--- config.mk ---
export PLATFORM = sky130hd
export DESIGN_NAME = quad_word_serializer
export DESIGN_NICKNAME = d
export VERILOG_FILES = /design/src/rtl/qws_pkg.sv /design/src/rtl/qws_edge_sync.sv /design/src/rtl/qws_hold_mux.sv /design/src/rtl/qws_ctrl.sv /design/src/rtl/quad_word_serializer.sv
export SDC_FILE = /design/constraint.sdc
export NUM_CORES = 1
export LEC_CHECK = 0
export ABC_AREA = 1
export BUFFER_PORTS_ARGS = -buffer_cell sky130_fd_sc_hd__buf_2
export CAP_MARGIN = 10
export CORE_MARGIN = 1.5
export CORE_UTILIZATION = 45
export DETAILED_ROUTE_END_ITERATION = 7
export PLACE_DENSITY = 0.81
export SYNTH_ARGS = -nofsm -noshare
export SYNTH_HDL_FRONTEND = slang
export SYNTH_SLANG_ARGS = --single-unit
--- constraint.sdc ---
create_clock -name clk_wr -period 3.8 [get_ports clk_wr]
set_input_delay 0.38 -clock clk_wr [delete_from_list [all_inputs] [get_ports clk_wr]]
set_output_delay 0.38 -clock clk_wr [all_outputs]
set_load 0.1 [all_outputs]
--- src/rtl/qws_pkg.sv ---
package qws_pkg;
    typedef enum logic {
        ST_IDLE = 1'b0,
        ST_SEND = 1'b1
    } qws_state_e;
endpackage

--- src/rtl/qws_edge_sync.sv ---
module qws_edge_sync #(
    parameter int STAGES = 2
) (
    input  logic clk,
    input  logic rst,
    input  logic async_in,
    output logic rise
);
    // STAGES synchronizer flops plus one history flop for edge detection
    logic [STAGES:0] sync_q;

    always_ff @(posedge clk) begin
        if (rst) sync_q <= '0;
        else     sync_q <= {sync_q[STAGES-1:0], async_in};
    end

    assign rise = sync_q[STAGES-1] & ~sync_q[STAGES];
endmodule

--- src/rtl/qws_hold_mux.sv ---
module qws_hold_mux #(
    parameter int W = 16,
    parameter int N = 4,
    localparam int IW = $clog2(N)
) (
    input  logic           clk,
    input  logic           rst,
    input  logic           load,
    input  logic [N*W-1:0] in_words,
    input  logic [IW-1:0]  sel,
    output logic [W-1:0]   out_word
);
    logic [W-1:0] hold_q [N];

    for (genvar i = 0; i < N; i++) begin : g_lane
        always_ff @(posedge clk) begin
            if (load) hold_q[i] <= in_words[i*W +: W];
        end

        AST_HOLD_STABLE: assert property (@(posedge clk) disable iff (rst)
            !load |=> $stable(hold_q[i]));
    end

    assign out_word = hold_q[sel];
endmodule

--- src/rtl/qws_ctrl.sv ---
module qws_ctrl #(
    parameter int N = 4,
    localparam int IW = $clog2(N)
) (
    input  logic          clk,
    input  logic          rst,
    input  logic          rise,
    input  logic          fifo_full,
    output logic          load,
    output logic [IW-1:0] sel,
    output logic          wr_req,
    output logic          busy,
    output logic          overrun
);
    import qws_pkg::*;

    qws_state_e    state_q, state_d;
    logic [IW-1:0] idx_q, idx_d;
    logic          ovr_q;
    logic          last;

    assign last = (idx_q == IW'(N-1));

    // next-state logic
    always_comb begin
        state_d = state_q;
        idx_d   = idx_q;
        unique case (state_q)
            ST_IDLE: begin
                if (rise) begin          // capture
                    state_d = ST_SEND;
                    idx_d   = '0;
                end
            end
            ST_SEND: begin
                if (!fifo_full) begin
                    if (last) begin      // release
                        state_d = ST_IDLE;
                        idx_d   = '0;
                    end else begin       // advance
                        idx_d = idx_q + 1'b1;
                    end
                end                      // stall otherwise
            end
        endcase
    end

    // state register
    always_ff @(posedge clk) begin
        if (rst) begin
            state_q <= ST_IDLE;
            idx_q   <= '0;
            ovr_q   <= 1'b0;
        end else begin
            state_q <= state_d;
            idx_q   <= idx_d;
            if (rise && state_q == ST_SEND) ovr_q <= 1'b1;
        end
    end

    // outputs
    always_comb begin
        load    = (state_q == ST_IDLE) && rise;
        sel     = idx_q;
        wr_req  = (state_q == ST_SEND);
        busy    = (state_q == ST_SEND);
        overrun = ovr_q;
    end

    AST_START_AFTER_EDGE: assert property (@(posedge clk) disable iff (rst)
        (rise && !busy) |=> (wr_req && sel == '0));
    AST_STALL_HOLD: assert property (@(posedge clk) disable iff (rst)
        (wr_req && fifo_full) |=> (wr_req && $stable(sel)));
    AST_LAST_RELEASE: assert property (@(posedge clk) disable iff (rst)
        (wr_req && !fifo_full && sel == IW'(N-1)) |=> !wr_req);
    AST_OVR_SET: assert property (@(posedge clk) disable iff (rst)
        (rise && busy) |=> overrun);
    AST_OVR_STICKY: assert property (@(posedge clk) disable iff (rst)
        overrun |=> overrun);
endmodule

--- src/rtl/quad_word_serializer.sv ---
module quad_word_serializer #(
    parameter int W           = 16,
    parameter int SYNC_STAGES = 2
) (
    input  logic         clk_wr,
    input  logic         rst,
    input  logic         data_clk,
    input  logic [W-1:0] in_w0,
    input  logic [W-1:0] in_w1,
    input  logic [W-1:0] in_w2,
    input  logic [W-1:0] in_w3,
    input  logic         fifo_full,
    output logic [W-1:0] wr_data,
    output logic         wr_req,
    output logic         busy,
    output logic         overrun
);
    localparam int N  = 4;
    localparam int IW = $clog2(N);

    logic          rise;
    logic          load;
    logic [IW-1:0] sel;

    qws_edge_sync #(.STAGES(SYNC_STAGES)) u_sync (
        .clk      (clk_wr),
        .rst      (rst),
        .async_in (data_clk),
        .rise     (rise)
    );

    qws_ctrl #(.N(N)) u_ctrl (
        .clk       (clk_wr),
        .rst       (rst),
        .rise      (rise),
        .fifo_full (fifo_full),
        .load      (load),
        .sel       (sel),
        .wr_req    (wr_req),
        .busy      (busy),
        .overrun   (overrun)
    );

    qws_hold_mux #(.W(W), .N(N)) u_hold (
        .clk      (clk_wr),
        .rst      (rst),
        .load     (load),
        .in_words ({in_w3, in_w2, in_w1, in_w0}),
        .sel      (sel),
        .out_word (wr_data)
    );
endmodule

### Word level (Yosys, flattened, before mapping)

Memories as Yosys holds them, arrays and structs flattened. A register that Yosys moved wholly into a read port is not among the register bits.
Cells that the tools add are included.

* bits in registers: 7
* bits in writable memories: 64
* bits of input ports: 68
* word-level logic and storage cells: 27
* memories: 1

* add/subtract/negate cells: 1
* equal/unequal tests: 3
* multiplexer cells: 12
* bitwise operators: 3
* reduce and logical (&&, ||, !) cells: 3

Memories
* u_hold.hold_q: words 4, bits a word 16, rd ports 1, clocked after memory_dff 1, write ports 4, RTL line qws_hold_mux.sv:13 `logic [W-1:0] hold_q [N];`

Operators with widths (number)
* $mux 2: 5
* $mux 1: 5
* $pmux 2 s2: 1
* $add 2x1->2 const B: 1
* $eq 2x2->1 const B: 1
* $logic_and 1x1->1: 2
* $ne 2x1->1 const B: 1
* $ne 2x2->1 const B: 1
* $not 1->1: 2
* $pmux 1 s2: 1
* $reduce_and 2->1: 1
* $and 1x1->1: 1

### Logic depth before layout (Yosys ltp)

Gate-level depths: netlist of the first run.

* word-level depth: 6
* mapped depth: 7
* gate-level depth less buffers: 7

### By module

From an unflattened synthesis of the first run, not the netlist that was laid out.

* cells, all modules: 286
* area total of the unflattened synthesis: 2991.6 um2

Modules (own cells, without submodules)
* qws_hold_mux: instances 1, cells an instance 252, area each 2727.6 um2, seq. area each 1921.8 um2
* qws_ctrl: instances 1, cells an instance 24, area each 177.7 um2, seq. area each 80.1 um2
* qws_edge_sync: instances 1, cells an instance 10, area each 86.3 um2, seq. area each 60.1 um2

### Worst setup path after synthesis of the first run

Ideal clock, no wire load.

* path type: flip-flop to flip-flop
* start: register u_ctrl.state_q, in the netlist u_ctrl.busy
* end: memory u_hold.hold_q[0][0] (enable)
* arrival time: 2.198 ns
* data required time: 3.382 ns
* path slack: 1.184 ns
* cell stages (with the launch flop): 4
* buffers on the path: 0
* period minus slack after synthesis: 2.616 ns
* path through: dfxtp_1 > inv_1 > nand3_1 > inv_1

RTL lines
* start: declaration: RTL line qws_ctrl.sv:17 `qws_state_e state_q, state_d;`
* start signal: assignment: RTL line qws_ctrl.sv:55 `state_q <= state_d;`
* end: declaration: RTL line qws_hold_mux.sv:13

==> results of run 1 <==
## cells by family after synthesis
kind of cell	after synthesis
buffers and inverters	21
adder cells (fa/ha/maj)	1
AND/OR/NAND/NOR	48
AO/OA/AOI/OAI	51
flip-flops	73
## where the power goes
part	total (W)	switching, W	leakage, nW	internal, W
clock network	0.000608	0.000267	0.103	0.000340
registers	0.000907	0.00000856	0.659	0.000899
logic	0.000167	0.000125	0.574	0.0000412
## flip-flops by register name, indices dropped and copies added, names as in the netlist, named ones only
name	count
u_ctrl.sel	2
u_hold.hold_q	64
u_sync.sync_q	3
u_ctrl.busy	1
u_ctrl.overrun	1
## metal layers
layer / up-vias / track usage, % / part of all wire, %
met3: 11 / 6.93 / 5.6
met2: 58 / 30.5 / 52
met4: 0 / 7.41 / 2.2
li1: 880 / - / -
met5: - / 0 / 0
met1: 858 / 18.5 / 40
## final timing paths
kind / start / endpoint / slack, ps / cells after the start
setup / recovery: register / wr_data[6] / 1410 / 4
hold / removal: in_w2[2] / u_hold.hold_q[2][2] / 210 / 1
setup reg to reg: u_ctrl.busy / u_hold.hold_q[3][11] / 1800 / 4
hold reg to reg: u_sync.sync_q[0] / u_sync.sync_q[1] / 410 / 2
## per-stage QoR
step,util (%),worst slack (ps)
2_1_floorplan,-,1180
3_3_place_gp,56.3,1790
3_5_place_dp,56.3,1740
4_1_cts,60.0,1360
5_1_grt,60.0,1250
6_report,60.0,1410
## area by class of cell
class	instances	area [sq um]	area share (%)
well taps	72	90.1	2.68
clock buffers	12	155	4.61
multi-input cells	100	474	14.1
flip-flops and latches	73	2100	62.5
repair buffers	88	445	13.2
inverters	12	45.0	1.34
clock inverters	4	51.3	1.53
## layout by cell type, fill, tap and decap left out, drive strengths merged, types with 3 or more instances in the layout
cell	netlist	final
o22ai	16	16
o21ai	32	32
inv	12	13
edfxtp	64	64
a21oi	3	3
nor2	37	37
nand3	3	3
dfxtp	9	9
buf	9	88
clkbuf	0	12
nand2	7	7
==> key figures, run 1 <==
Global route
  • Global-route wire length before repair: 8.01 mm
  • Pin count of the biggest net entering global routing: 40
  • Gr usage total: 17.4%
  • Vias in the first global route: 1803
  • Antenna violations before repair: 0
  • Sum of overflow across all layers after global routing: 0

Floorplan
  • Initial cell density of the core: 47.7%
  • Cell Rows: 27
  • Vertical extent of the die: 80.1 um
  • Die width: 80.1 um
  • Total die area: 6410 sq um
  • Num ports: 87
  • Core area: 5610 sq um

Yosys
  • Most used standard cell by instance count after synthesis: edfxtp_1
  • Most used flip-flop cell after synthesis: edfxtp_1
  • Register area share after synthesis: 78.6%
  • Yosys warnings: 0
  • Area contributors post-synth: edfxtp_1, dfxtp_1, o21ai_1
  • Cell type with the largest total area after synthesis: edfxtp_1
  • Unique cell type count in the Yosys netlist: 15
  • Syn avg cell area: 13.8 sq um
  • Net count after synthesis: 263
  • EDFF count, synth: 64
  • Ranking of synthesized cells by instance count: edfxtp_1, nor2_1, o21ai_1, o22ai_1, inv_1
  • Multiplexer share of the synthesized area: 0%
  • Fraction of post-synthesis cell area in the top cell type by area: 71.9%
  • Proportion of register bits with asynchronous set or reset after synthesis: 0%
  • Main combinational cell family by area after synthesis: compound AO/OA/AOI/OAI gates
  • Total of flip-flops plus latches after synthesis: 73
  • Simple-gate share of the synthesized area: 6.97%
  • Compound-Gate Fraction of Synth Area: 10.3%
  • Gate count of the mapped netlist: 194
  • XOR/XNOR share of the synthesized area: 0%
  • Fraction of the mapped netlist area in adder cells: 0.468%
  • Combined area of all synthesized cells: 2670 sq um

Critical path
  • Arr. time, crit path: 2010 ps
  • CP top delay family: buffers and inverters
  • Crit-path slowest cell: dfxtp_1
  • Worst-path cell chain: buf_4 -> o21ai_0 -> o22ai_1 -> buf_2
  • Critical Path Start Type: register
  • Category of the most critical setup path: register to output pin
  • Maximum fanout count along the critical path: 22
  • Buf/Inv on CP: 2
  • Delay of the slowest cell on the worst path: 550 ps
  • Sort of element at the end of the critical path: output pin
  • Required time worst endpoint: 3420 ps

Place
  • Dpl hpwl: 3.58 mm
  • Placement-stage cell area: 3160 sq um
  • Weighted congestion reported at the end of routability-driven placement: 0.764
  • Buffers on Ports: 86
  • DP Cell Count: 345

STA
  • RSZ-0062 raised after global routing: false
  • Setup-violating endpoint count in the final report: 0
  • Time the final worst path needs with I/O delays and setup: 2390 ps
  • Normalized max-slew margin: 46.0%
  • Max Slew Vio Count: 0
  • Period utilisation layout: 62.9%
  • Hold WS: 211 ps
  • Least-Margin Pin Slew: 808 ps
  • Hold Violations, Final: 0
  • Clock Skew: 6.33 ps
  • Fin Setup TNS: 0 ps
  • Fmax: 0.419 GHz

Cells and area
  • Post-route cell area: 3360 sq um
  • Final nets: 353
  • Count of inserted antenna diode cells: 0
  • Growth of design area from synthesis to finish: 25.8%
  • Fillers: 487
  • Share of layout cells above drive strength 1: 36.7%
  • Number of cells in the finished layout apart from fillers: 361

Pwr
  • Post-layout total power: 0.00168 W
  • Leakage Power: 1.34 nW
  • Power density relative to cell area: 500 nW/um^2
  • Peak VDD IR: 0.000308 V

Run status
  • Run status: finished clean

Worst hold path
  • Hold WC Path Type: primary input to register

Clock network
  • Number of hold-repair buffers added at the cts stage: 0
  • Number of setup buffers added after CTS: 0
  • Clock-pin slew of the registers on the worst-case setup and hold paths: 70 ps
  • Number of buffers created by CTS: 9
  • Clock Latency Late Sink: 340 ps
  • Level count of the clock H-tree: 3
  • Buffers from clock root to sink, at most: 2
  • CTS resizes: 0
  • CTS sink cnt: 73
  • TritonCTS clock tree: yes
  • Root buffer cell: clkbuf_8

Route
  • Routed via count divided by cell count: 5.01
  • Length of the first detailed-routing pass in iterations: 6
  • ANT nets after route: 0
  • DR iter-0 viols: 103
  • WL per Instance: 14.4 um
  • Sum of routed wire length over all layers: 5.19 mm
  • Total via count after detailed routing: 1807
  • DRC: 0

Run
  • Max-cap violations: 0
Power figures use the tool's default switching activity.
==> run 2, diff against run 1 <==
Settings changed: ABC_AREA 1 to 0, PLACE_DENSITY 0.81 to 0.84.
Clock period 3.8 ns to 2.1 ns, I/O delays scaled along.
==> run 2 against run 1 <==
  * Routed wire length fell by 18%
  * Setup slack got worse by 1300 ps
  * Critical path depth fell by 1
  * Synthesized area fell by 1.0%
  * First-iteration DRC count fell by 56%
  * Register-to-register slack got worse by 1400 ps
  * Count of clock-buffer cells in the layout rose by 1
  * Global-route usage fell by 2.9 points
  * Worst hold slack got worse by 160 ps
  * Core utilization rose by 0.61 points
  * Sequential power rose by 81%
==> key figures, run 2 <==
STA
  • Period utilisation layout: 93.0%
  • Setup-violating endpoint count in the final report: 0 (unchanged)
  • RSZ-0062 raised after global routing: false
  • Time the final worst path needs with I/O delays and setup: 1950 ps
  • Fmax: 0.512 GHz
  • Fin Setup TNS: 0 ps (unchanged)
  • Clock Skew: 6.92 ps (+0.588 ps)
  • Max Slew Vio Count: 0 (unchanged)
  • Normalized max-slew margin: 66.9% (+21 points)
  • Hold Violations, Final: 0 (unchanged)
  • Least-Margin Pin Slew: 500 ps (-308 ps)

Yosys
  • Total of flip-flops plus latches after synthesis: 73 (unchanged)
  • Fraction of post-synthesis cell area in the top cell type by area: 72.6% (+0.75 points)
  • Yosys warnings: 0 (unchanged)
  • Gate count of the mapped netlist: 112 (-42%)
  • Most used standard cell by instance count after synthesis: edfxtp_1
  • Net count after synthesis: 181 (-31%)
  • Syn avg cell area: 23.6 sq um (+71%)
  • Most used flip-flop cell after synthesis: edfxtp_1
  • Unique cell type count in the Yosys netlist: 21 (+6)
  • Proportion of register bits with asynchronous set or reset after synthesis: 0% (unchanged)
  • Register area share after synthesis: 79.4% (+0.82 points)
  • Ranking of synthesized cells by instance count: edfxtp_1, mux4_2, dfxtp_1, mux4_1
  • Combined area of all synthesized cells: 2650 sq um (-1.0%)
  • EDFF count, synth: 64 (unchanged)
  • Area contributors post-synth: edfxtp_1, mux4_2, dfxtp_1
  • Cell type with the largest total area after synthesis: edfxtp_1

Clock network
  • Buffers from clock root to sink, at most: 2 (unchanged)
  • Number of hold-repair buffers added at the cts stage: 0 (unchanged)
  • CTS resizes: 0 (unchanged)
  • Number of setup buffers added after CTS: 0 (unchanged)
  • CTS sink cnt: 73 (unchanged)
  • Number of buffers created by CTS: 9 (unchanged)
  • Root buffer cell: clkbuf_8
  • Clock-pin slew of the registers on the worst-case setup and hold paths: 70 ps (about the same)
  • Clock Latency Late Sink: 330 ps (about the same)
  • Level count of the clock H-tree: 3 (unchanged)
  • TritonCTS clock tree: yes

Floorplan
  • Num ports: 87 (unchanged)
  • Cell Rows: 27 (unchanged)
  • Initial cell density of the core: 47.5% (-0.20 points)
  • Die width: 79.7 um (-0.50%)
  • Total die area: 6350 sq um (-1.0%)
  • Core area: 5570 sq um (-0.60%)
  • Vertical extent of the die: 79.7 um (-0.50%)

Critical path
  • FF-to-FF path depth: 3 (-1)
  • Worst R2R Start: u_ctrl.busy
  • Required time worst endpoint: 1890 ps (-1530 ps)
  • Reg-to-reg setup timing slack: 380 ps (-1420 ps)
  • Reg-to-reg endpoint: u_hold.hold_q[0][8]
  • Worst Setup EP: wr_data[14]
  • Critical Path Start Type: register
  • Category of the most critical setup path: register to output pin
  • Maximum fanout count along the critical path: 10 (-55%)
  • Arr. time, crit path: 1740 ps (-270 ps)
  • Sort of element at the end of the critical path: output pin

Route
  • DR iter-0 viols: 45 (-56%)
  • WL per Instance: 14.8 um (+3.1%)
  • Sum of routed wire length over all layers: 4.24 mm (-18%)
  • Length of the first detailed-routing pass in iterations: 4 (-2)
  • Total via count after detailed routing: 1382 (-24%)
  • DRC: 0 (unchanged)
  • ANT nets after route: 0 (unchanged)
  • Routed via count divided by cell count: 4.83 (-3.5%)

Pwr
  • Peak VDD IR: 0.000567 V (+84%)
  • Leakage Power: 1.27 nW (-5.2%)
  • Power density relative to cell area: 867 nW/um^2 (+73%)

Global route
  • Sum of overflow across all layers after global routing: 0 (unchanged)
  • Vias in the first global route: 1429 (-21%)
  • Gr usage total: 14.6% (-2.9 points)
  • Antenna violations before repair: 0 (unchanged)
  • Global-route wire length before repair: 6.51 mm (-19%)
  • Pin count of the biggest net entering global routing: 30 (-25%)

Cells and area
  • Number of cells in the finished layout apart from fillers: 286 (-21%)
  • Biggest register: u_hold.hold_q
  • Count of inserted antenna diode cells: 0 (unchanged)
  • Share of layout cells above drive strength 1: 54.7% (+18 points)
  • Commonest non-fill, non-tap cell in the layout: buf_2
  • Largest register FFs: 64 (unchanged)
  • Fillers: 412 (-15%)
  • Most frequent cells in the layout: buf_2, edfxtp_1, mux4_2, clkbuf_8, dfxtp_1
  • Final nets: 278 (-21%)
  • Growth of design area from synthesis to finish: 27.6%

Place
  • Buffers on Ports: 86 (unchanged)
  • Dpl hpwl: 3.13 mm (-12%)
  • Weighted congestion reported at the end of routability-driven placement: 0.797 (+4.4%)
  • DP Cell Count: 270 (-22%)

Run
  • Max-cap violations: 0 (unchanged)

Worst hold path
  • Hold WC Path Type: primary input to register

Run status
  • Run status: finished clean
==> run 2: layout make-up <==
type                    instances  area [sq um]  share of cell area, %
repair buffers                 91           493                   14.6
clock inverters                 3          40.0                   1.19
multi-input cells              31           484                   14.3
flip-flops and latches         73          2110                   62.4
inverters                       3          15.0                  0.445
clock buffers                  13           149                   4.41
well taps                      72          90.1                   2.67
==> run 2: metal layers <==
metal  vias to the layer above  track usage [%]  part of all wire (%)
li1                        659                -                     -
met1                       644             17.4                    41
met2                        70             22.4                    47
met3                         9             5.71                    10
met4                         0             8.42                   1.9
met5                         -                0                     0
==> run 2: worst min-delay path by stage <==
stage,to,start,depth (start not counted),slack (ps)
floorplan,u_ctrl.busy,rst,1,270
global placement,u_hold.hold_q[1][6],in_w1[6],1,390
detailed placement,u_hold.hold_q[1][6],in_w1[6],1,390
CTS,u_hold.hold_q[2][0],in_w2[0],1,30
global route,u_hold.hold_q[2][0],in_w2[0],1,30
finish,u_hold.hold_q[2][0],in_w2[0],1,50
==> run 2: worst max-delay path, stage by stage, from the launching register on <==
cell and delay [ps]:
dfxtp_1 330, buf_4 230, mux4_2 540, buf_2 310
==> run 2: cells by family (layout without fill, tap and decap cells) <==
group / count (synthesis) / in the layout / synth area share (%)
buffers and inverters: 8 / 110 / 2.27
muxes: 16 / 16 / 14.5
and+or+nand+nor: 9 / 9 / 2.22
DFF: 73 / 73 / 79.4
AOI/OAI and AO/OA: 5 / 5 / 1.13
adders and majority gates: 1 / 1 / 0.473
==> run 2: per-stage QoR <==
stage	power, W	hold slack, ps	util [%]	area (sq um)	setup slack, ps
after global routing	0.00304	30.7	60.6	3380	60.7
after global placement	0.00194	386	57.2	3190	432
after CTS	0.00297	29.9	60.6	3380	107
after floorplan	0.00185	269	-	2650	10.7
final	0.00293	50.4	60.6	3380	147
after detailed placement	0.00194	388	57.2	3190	395
==> run 2: power breakdown <==
| part | total, W | internal (W) | switching [W] |
|---|---|---|---|
| combinational | 0.000271 | 0.0000881 | 0.000183 |
| clock | 0.00102 | 0.000579 | 0.000442 |
| sequential | 0.00164 | 0.00163 | 0.0000110 |
